## config.mk

```make
export PLATFORM = sky130hd
export DESIGN_NAME = sync_serial_port
export DESIGN_NICKNAME = d
export VERILOG_FILES = /design/src/rtl/ssp_pkg.sv /design/src/rtl/ssp_rate_gen.sv /design/src/rtl/ssp_edge_det.sv /design/src/rtl/ssp_shifter.sv /design/src/rtl/sync_serial_port.sv
export SDC_FILE = /design/constraint.sdc
export NUM_CORES = 1
export LEC_CHECK = 0
export ABC_AREA = 1
export BUFFER_PORTS_ARGS = -buffer_cell sky130_fd_sc_hd__buf_4
export CORE_UTILIZATION = 58
export DETAILED_ROUTE_END_ITERATION = 6
export GPL_TIMING_DRIVEN = 0
export PLACE_DENSITY = 0.79
export SETUP_SLACK_MARGIN = 0.3
export SKIP_CTS_REPAIR_TIMING = 1
export SLEW_MARGIN = 20
export SYNTH_ARGS = -nofsm -noshare
export SYNTH_HDL_FRONTEND = slang
export SYNTH_SLANG_ARGS = --single-unit
export TNS_END_PERCENT = 30
```

## constraint.sdc

```tcl
create_clock -name clk -period 2.2 [get_ports clk]
set_input_delay 0.11 -clock clk [delete_from_list [all_inputs] [get_ports clk]]
set_output_delay 0.11 -clock clk [all_outputs]
set_load 0.005 [all_outputs]
```

## src/rtl/ssp_pkg.sv

```systemverilog
package ssp_pkg;
    localparam int BYTE_W = 8;
    localparam int CNT_W  = $clog2(BYTE_W);

    typedef struct packed {
        logic send_en;
        logic slave;
        logic pre16;
    } ssp_ctrl_t;
endpackage

```

## src/rtl/ssp_rate_gen.sv

```systemverilog
module ssp_rate_gen #(
    parameter int DIV_W = 8,
    parameter int PRE_W = 4
) (
    input  logic             clk,
    input  logic             rst_n,
    input  logic             restart,
    input  logic             pre16,
    input  logic [DIV_W-1:0] reload,
    output logic             tick
);
    localparam logic [PRE_W-1:0] LAST_SLOW = PRE_W'(15);
    localparam logic [PRE_W-1:0] LAST_FAST = PRE_W'(3);

    typedef struct packed {
        logic [PRE_W-1:0] pre;
        logic [DIV_W-1:0] cnt;
    } rg_t;

    rg_t st_d, st_q;
    logic pre_last;

    assign pre_last = (st_q.pre == (pre16 ? LAST_SLOW : LAST_FAST));
    assign tick     = pre_last && (st_q.cnt == '0);

    always_comb begin
        st_d = st_q;
        if (restart) begin
            st_d.pre = '0;
            st_d.cnt = reload;
        end else if (pre_last) begin
            st_d.pre = '0;
            st_d.cnt = (st_q.cnt == '0) ? reload : st_q.cnt - 1'b1;
        end else begin
            st_d.pre = st_q.pre + 1'b1;
        end
    end

    always_ff @(posedge clk or negedge rst_n) begin
        if (!rst_n) st_q <= '0;
        else        st_q <= st_d;
    end
endmodule

```

## src/rtl/ssp_edge_det.sv

```systemverilog
module ssp_edge_det (
    input  logic clk,
    input  logic rst_n,
    input  logic pin,
    output logic rise,
    output logic fall
);
    typedef struct packed {
        logic s1;
        logic s2;
        logic s3;
    } ed_t;

    ed_t st_d, st_q;

    always_comb begin
        st_d    = st_q;
        st_d.s1 = pin;
        st_d.s2 = st_q.s1;
        st_d.s3 = st_q.s2;
    end

    assign rise = st_q.s2 & ~st_q.s3;
    assign fall = ~st_q.s2 & st_q.s3;

    always_ff @(posedge clk or negedge rst_n) begin
        if (!rst_n) st_q <= '1;
        else        st_q <= st_d;
    end
endmodule

```

## src/rtl/ssp_shifter.sv

```systemverilog
module ssp_shifter
    import ssp_pkg::*;
(
    input  logic              clk,
    input  logic              rst_n,
    input  logic              slave,
    input  logic              shift_en,
    input  logic              load,
    input  logic [BYTE_W-1:0] load_data,
    input  logic              sdi,
    input  logic              tick,
    input  logic              ext_rise,
    input  logic              ext_fall,
    output logic              sdo,
    output logic              sck,
    output logic              busy,
    output logic              done,
    output logic [BYTE_W-1:0] shreg
);
    localparam logic [CNT_W-1:0] LAST_BIT = CNT_W'(BYTE_W - 1);

    typedef struct packed {
        logic [BYTE_W-1:0] sr;
        logic [CNT_W-1:0]  cnt;
        logic              sck;
        logic              half;
        logic              busy;
        logic              sdo;
        logic              done;
    } sh_t;

    sh_t st_d, st_q;
    logic do_fall, do_rise;

    always_comb begin
        st_d      = st_q;
        st_d.done = 1'b0;
        do_fall   = 1'b0;
        do_rise   = 1'b0;
        if (load) begin
            st_d.sr   = load_data;
            st_d.cnt  = '0;
            st_d.sck  = 1'b1;
            st_d.half = 1'b0;
            st_d.busy = !slave;
        end else if (!slave) begin
            if (st_q.busy && tick) begin
                st_d.half = ~st_q.half;
                if (st_q.half) begin
                    st_d.sck = ~st_q.sck;
                    do_fall  = st_q.sck;
                    do_rise  = !st_q.sck;
                end
            end
        end else if (shift_en) begin
            do_fall = ext_fall;
            do_rise = ext_rise;
        end
        if (do_fall) st_d.sdo = st_q.sr[0];
        if (do_rise) begin
            st_d.sr  = {sdi, st_q.sr[BYTE_W-1:1]};
            st_d.cnt = st_q.cnt + 1'b1;
            if (st_q.cnt == LAST_BIT) begin
                st_d.done = 1'b1;
                st_d.busy = 1'b0;
            end
        end
    end

    assign sdo   = st_q.sdo;
    assign sck   = st_q.sck;
    assign busy  = st_q.busy;
    assign done  = st_q.done;
    assign shreg = st_q.sr;

    always_ff @(posedge clk or negedge rst_n) begin
        if (!rst_n) begin
            st_q      <= '0;
            st_q.sck  <= 1'b1;
            st_q.sdo  <= 1'b1;
        end else begin
            st_q <= st_d;
        end
    end
endmodule

```

## src/rtl/sync_serial_port.sv

```systemverilog
module sync_serial_port
    import ssp_pkg::*;
#(
    parameter int DIV_W = 8
) (
    input  logic        clk,
    input  logic        rst_n,
    input  logic        wr_en,
    input  logic        rd_en,
    input  logic [1:0]  addr,
    input  logic [7:0]  wdata,
    output logic [7:0]  rdata,
    output logic        sdo,
    input  logic        sdi,
    input  logic        sck_in,
    output logic        sck_out,
    output logic        sck_oe
);
    localparam logic [1:0] A_CTRL = 2'd0;
    localparam logic [1:0] A_DIV  = 2'd1;
    localparam logic [1:0] A_DATA = 2'd2;

    typedef struct packed {
        ssp_ctrl_t         ctrl;
        logic [DIV_W-1:0]  reload;
        logic [BYTE_W-1:0] rxbuf;
        logic              flag;
    } regs_t;

    regs_t r_d, r_q;

    logic              brg_tick, ext_rise, ext_fall, start;
    logic              eng_sck, eng_busy, eng_done;
    logic [BYTE_W-1:0] eng_sr;
    logic              flag_q;

    assign start = wr_en && (addr == A_DATA) && r_q.ctrl.send_en
                   && !(eng_busy && !r_q.ctrl.slave);

    ssp_rate_gen #(.DIV_W(DIV_W), .PRE_W(4)) u_rate (
        .clk(clk), .rst_n(rst_n), .restart(start), .pre16(r_q.ctrl.pre16),
        .reload(r_q.reload), .tick(brg_tick)
    );

    ssp_edge_det u_edge (
        .clk(clk), .rst_n(rst_n), .pin(sck_in), .rise(ext_rise), .fall(ext_fall)
    );

    ssp_shifter u_shift (
        .clk(clk), .rst_n(rst_n), .slave(r_q.ctrl.slave), .shift_en(r_q.ctrl.send_en),
        .load(start), .load_data(wdata), .sdi(sdi), .tick(brg_tick),
        .ext_rise(ext_rise), .ext_fall(ext_fall), .sdo(sdo), .sck(eng_sck),
        .busy(eng_busy), .done(eng_done), .shreg(eng_sr)
    );

    always_comb begin
        r_d = r_q;
        if (wr_en && addr == A_CTRL) r_d.ctrl   = wdata[2:0];
        if (wr_en && addr == A_DIV)  r_d.reload = wdata[DIV_W-1:0];
        if (rd_en && addr == A_DATA) r_d.flag   = 1'b0;
        if (eng_done) begin
            r_d.flag  = 1'b1;
            r_d.rxbuf = eng_sr;
        end
    end

    always_comb begin
        case (addr)
            A_CTRL:  rdata = {r_q.flag, eng_busy, 3'b000, r_q.ctrl};
            A_DIV:   rdata = 8'(r_q.reload);
            A_DATA:  rdata = r_q.rxbuf;
            default: rdata = 8'h00;
        endcase
    end

    assign sck_out = eng_sck;
    assign sck_oe  = !r_q.ctrl.slave;
    assign flag_q  = r_q.flag;

    always_ff @(posedge clk or negedge rst_n) begin
        if (!rst_n) r_q <= '0;
        else        r_q <= r_d;
    end
endmodule

```

# Yosys cells after proc, flatten, opt, wreduce, memory -nomap -nowiden
# Index checks and enable logic that the tools add are counted.
# W data, S select, Z words.
# totals
register_bits	51
inputBits	16
out_inout_bits	11
word_cells	82
# classes
add_sub_neg	3
eq_ne	5
muxes	29
bitwise_logic	6
reduce_logical	21
# ops
op	count
$pmux W8 S3	1
$mux W11	2
$mux W1	18
$mux W8	2
$mux W12	1
$reduce_bool A2 Y1	5
$logic_and A1 B1 Y1	9
$logic_not A8 Y1	1
$mux W4	2
$sub A8 B1 Y8 const B	1
$mux W2	3
$add A4 B1 Y4 const B	1
$eq A4 B4 Y1	1
$not A1 Y1	4
$add A3 B1 Y3 const B	1
$eq A3 B3 Y1 const B	1
$logic_not A1 Y1	3
$reduce_and A3 Y1	1
$and A1 B1 Y1	2
$eq A2 B1 Y1 const B	1
$eq A2 B2 Y1 const B	1
$logic_not A2 Y1	1
$ne A2 B1 Y1 const B	1
$reduce_and A2 Y1	1

# Longest topological paths before layout
# depth
word_depth	8
mapped_depth	10
ltp_nobuf	9

# Modules after synthesis
# From an unflattened synthesis, not the netlist that was laid out.
# hier_totals
hier_cells	352
hier_area_um2	2865.2
# modules_own_cells
module	n_inst	cells_per_inst	area_per_inst_um2	seq_area_each_um2
sync_serial_port	1	128	1059.8	500.5
ssp_shifter	1	105	900.9	402.9
ssp_rate_gen	1	112	810.8	300.3
ssp_edge_det	1	7	93.8	78.8

# Worst setup path after synthesis
# OpenSTA, ideal clock, no wires.
# synth_timing
path_kind	reg2reg
startpoint	register u_rate.st_q[0] (netlist bit)
endpoint	register u_shift.st_q (netlist bit u_shift.shreg[0])
setup_ns	0.069
t_arrival_ns	1.445
required_ns	2.131
setup_slack_ns	0.686
path_stages_with_launch	10
path_buffers	1
period_less_slack_ns	1.514
cell_sequence	dfrtp_1 > inv_1 > ha_1 > nand2_2 > nor2_4 > nand4_4 > nand2_4 > buf_6 > nand3_1 > nand3_1
# synth_between
elab_chain_len	7
word_cells_on_any_way	8
classes_between	mux: 4; reduce/logical: 4
# synth_rtl
element	line	source
start: declaration	ssp_rate_gen.sv:20	rg_t st_d, st_q;
start signal: assignment	ssp_rate_gen.sv:41	else st_q <= st_d;
$logic_not A8 Y1 (*)	ssp_rate_gen.sv:24	assign tick = pre_last && (st_q.cnt == '0);
$logic_and A1 B1 Y1 (*)	ssp_rate_gen.sv:24	
$logic_and A1 B1 Y1 (*)	ssp_shifter.sv:47	if (st_q.busy && tick) begin
$mux W1 (*)	ssp_shifter.sv:47	
$mux W1 (*)	ssp_shifter.sv:46	end else if (!slave) begin
$mux W1 (*)	ssp_shifter.sv:40	if (load) begin
$mux W11 or $reduce_bool A2 Y1 (tied branches)	n/a	
end signal: assignment	ssp_shifter.sv:82	st_q <= st_d;
end: declaration	ssp_shifter.sv:32	sh_t st_d, st_q;
# Every way passes the cells marked *; elsewhere a longest branch is shown, timed or not.
# A chain may end at the register's enable or synchronous reset.

# Worst setup path in the final report
# layout_timing
startpoint	register u_rate.st_q[0] (netlist bit)
endpoint	register u_shift.st_q (netlist bit u_shift.shreg[1])
# The elaborated chain is that of the path after synthesis.

==> results by group <==
Setup path
  • Flop-to-flop setup slack: about 0.52 ns
  • Cell type with the highest occurrence count on the critical path: nand3_1
  • Launching element type of the critical path: register
  • Capture point of the worst reg-to-reg path: u_shift.shreg[1]$_DFFE_PN0P_
  • Critical Path, Cell by Cell: inv_1, ha_1, nand2_2, nor2_4, nand4_4, nand2_4, buf_6, nand3_1, nand3_1
  • Critical path's slowest cell: dfrtp_1
  • Largest stage delay on the critical path: between 0.3 and 0.4 ns
  • Cells on worst reg2reg path: 9
  • Critical register-to-register path startpoint: u_rate.st_q[0]$_DFFE_PN0P_
  • Peak fanout along the critical path: 10
  • Worst path arrival time: 1.92 ns
  • Type of destination of the critical path: register
  • Critical Path RT: around 2.4 ns
  • Worst setup path category: reg2reg

Timing
  • Endpoints failing setup: 0
  • Max-slew violations: 0
  • Final worst-path cycle share: 0.763
  • Setup repair after global routing missed its margin: false
  • Worst-Margin Slew: ~0.63 ns
  • Worst slew margin relative to its limit: 0.577
  • Final setup skew: 0.00883 ns
  • Highest clock rate: ~600 MHz
  • Setup TNS after final layout: 0 ns
  • Final hold viol count: 0
  • Final critical path time including I/O delays and setup: roughly 1.7 ns

Pwr
  • Maximum VDD drop: 0.000686 V
  • Part of the total power dissipated in the clock network: 0.211
  • Static Leak: around 1.4 nW
  • Switching share of total power: 0.346
  • Power share of the sequential group: 0.495
  • Combinational share of power: 0.294
  • Power density over the cells: about 950 mW/mm²
  • Net switching power: 0.959 mW
  • Internal power summed over all cells: 1.81 mW

CTS
  • Maximum buffer depth of the clock tree: 2
  • Number of clock buffers inserted by TritonCTS: 5
  • CTS clock-pin slew for the worst setup and hold paths: 0.09 ns
  • Clock latency reported for the late side of the worst-skew pair: 0.30 ns
  • CTS root buf: clkbuf_8
  • CTS tree: done
  • Number of H-tree branching levels: 2
  • Clock sink total: 51

Layout
  • Number of standard cells in the final layout excluding fillers: 381
  • Utilization after layout: 0.714
  • Layout cells sized above 1: 0.175
  • Layout-stage area growth over the synthesis result: 15.8%
  • Net total in the final layout: 350
  • Inserted Diodes: 0

Detailed routing
  • Via density: ~5.5
  • Number of antenna-violating nets in the routed design: 0
  • Total vias in the final route: 2077
  • Number of remaining DRC errors: 0
  • Routed length per placed instance: about 14 µm
  • First-pass detailed-route iteration total: 4
  • Routed wire length: around 5.4 mm
  • Number of DRC markers after the initial detailed-route iteration: approximately 190

Floorplan
  • Width of the die: 67.9 µm
  • Top-Level Pins: 27
  • Die boundary height: about 68 µm
  • # rows: 23
  • Effective utilization at floorplan: 0.617
  • Placeable core area: 0.00409 mm²
  • Total die area: roughly 0.0046 mm²

Global route
  • Pin count of the biggest net entering global routing: between 50 and 60
  • Antenna violations before repair: 0
  • Sum of overflow across all layers after global routing: 0
  • Vias in the first global route: a little under 2000
  • Wire length of the first global-routing pass: between 8 and 9 mm
  • Combined global-route utilization of all metal layers: 0.267

Yosys
  • Yosys cell types: 31
  • Biggest area consumer among synthesized cells: dfrtp_1
  • Share of synthesized area occupied by flip-flops and latches: 0.509
  • Top cells by area in the synthesized netlist: dfrtp_1, nand2_1, nand3_1
  • Async set or reset register ratio after synthesis: 1.00
  • Synth Area per Inst: 8.58 µm²
  • Post-synthesis instance total: a little under 300
  • Share of the synthesized area in the top cell type: 0.457
  • Top cells by instance count after synthesis: nand2_1, dfrtp_1, inv_1
  • EDFF count, synth: 0
  • Cell with the most instances after synthesis: nand2_1
  • Cell area after synthesis: between 0.002 and 0.003 mm²
  • Count of synthesis-stage warnings from yosys: 0
  • Synth Net Count: ~310
  • Number of flip-flops and latches in the synthesized netlist: 51
  • Flip-flop cell with the highest count after synthesis: dfrtp_1

Job
  • Number of max-cap violations: 0

Worst hold path
  • Number of stages on the worst hold path: 3
  • Hold endpoint: u_shift.shreg[2]$_DFFE_PN0P_
  • Startpoint of the worst hold path: wdata[2]
  • Type of the tightest min-delay check: in2reg

Place
  • Number of instances in the placed design: 370
  • Routability-driven placement congestion ratio: slightly above 0.8
  • # port buffers: 26
  • Detailed Place HPWL: just under 4 mm

Run status
  • Outcome: complete, no violations
==> layout make-up <==
class / instances / area (µm²)
sequential: 51 / 1280
timing repair buffer: 29 / 235
inverter: 38 / 143
clock buffer: 8 / 100
multi-input combinational: 198 / 1050
buffer: 7 / 46.3
fill: 319 / 1170
tap: 50 / 62.6
==> cells in the final DEF (no fill, tap or decap), drive strengths merged <==
master,n
nand2,64
dfrtp,46
inv,38
nand3,32
buf,32
o21ai,29
nor2,27
nand4,14
clkbuf,10
a21oi,9
dfstp,5
o221ai,4
xor2,4
ha,4
o22ai,3
o211ai,3
dlygate4sd3,2
xnor2,1
o21bai,1
mux2,1
a21o,1
nand3b,1
==> routing by layer <==
layer  wire length [µm]  global-route usage
met2               2490               0.404
met4                 55              0.0859
met5                  0                   0
met3                326              0.0550
met1               2540               0.381
==> state kept, by name (all words and copies together), names as in the netlist <==
register,cells
r_q,19
u_rate.st_q,12
u_shift.shreg,8
u_shift.st_q,4
u_edge.st_d,2
flag_q,1
u_edge.st_q,1
u_shift.busy,1
u_shift.done,1
u_shift.sck,1
u_shift.sdo,1
==> kinds of logic (layout without fill, tap and decap cells) <==
family / count (synthesis) / after routing / synth area share
compound gates: 50 / 50 / 0.113
xor+xnor: 5 / 5 / 0.0174
fa+ha+maj: 4 / 4 / 0.0199
mux: 1 / 1 / 0.00447
flops: 51 / 51 / 0.509
buf+inv: 45 / 82 / 0.0749
simple gates: 138 / 138 / 0.262
==> stage by stage <==
stage          worst slack [ns]  total power [mW]  instance area (µm²)  hold WS, ns
2_1_floorplan             0.686              1.95                 2520       -0.186
3_3_place_gp              0.475              2.16                 2780        0.172
3_5_place_dp              0.458              2.19                 2780        0.168
4_1_cts                   0.445              2.77                 2880       -0.161
5_1_grt                   0.331              2.99                 2920       0.0306
6_report                  0.521              2.77                 2920       0.0394
==> worst max-delay path by stage <==
stage	to	slack (ns)	start
2_1_floorplan	u_shift.shreg[0]$_DFFE_PN0P_	0.69	u_rate.st_q[0]$_DFFE_PN0P_
3_3_place_gp	u_shift.shreg[6]$_DFFE_PN0P_	0.47	u_rate.st_q[0]$_DFFE_PN0P_
3_5_place_dp	u_shift.shreg[2]$_DFFE_PN0P_	0.46	u_rate.st_q[0]$_DFFE_PN0P_
4_1_cts	u_shift.shreg[2]$_DFFE_PN0P_	0.45	u_rate.st_q[0]$_DFFE_PN0P_
5_1_grt	u_rate.st_q[1]$_DFFE_PN0P_	0.33	r_q[18]$_DFFE_PN0P_
6_report	u_shift.shreg[1]$_DFFE_PN0P_	0.52	u_rate.st_q[0]$_DFFE_PN0P_
==> worst max-delay path: cells and delay by family, from the launching register on <==
| family | cells | cell delay [ns] |
|---|---|---|
| and+or+nand+nor | 6 | 0.75 |
| buffers and inverters | 2 | 0.24 |
| adders and majority gates | 1 | 0.26 |
| DFF | 1 | 0.37 |
==> power groups by stage <==
stage	combinational, mW	sequential (mW)	clock, mW
2_1_floorplan	0.620	1.33	0
3_3_place_gp	0.784	1.37	0
3_5_place_dp	0.809	1.38	0
4_1_cts	0.813	1.37	0.592
5_1_grt	0.952	1.41	0.630
6_report	0.814	1.37	0.583
(Power assumes the default switching activity.)
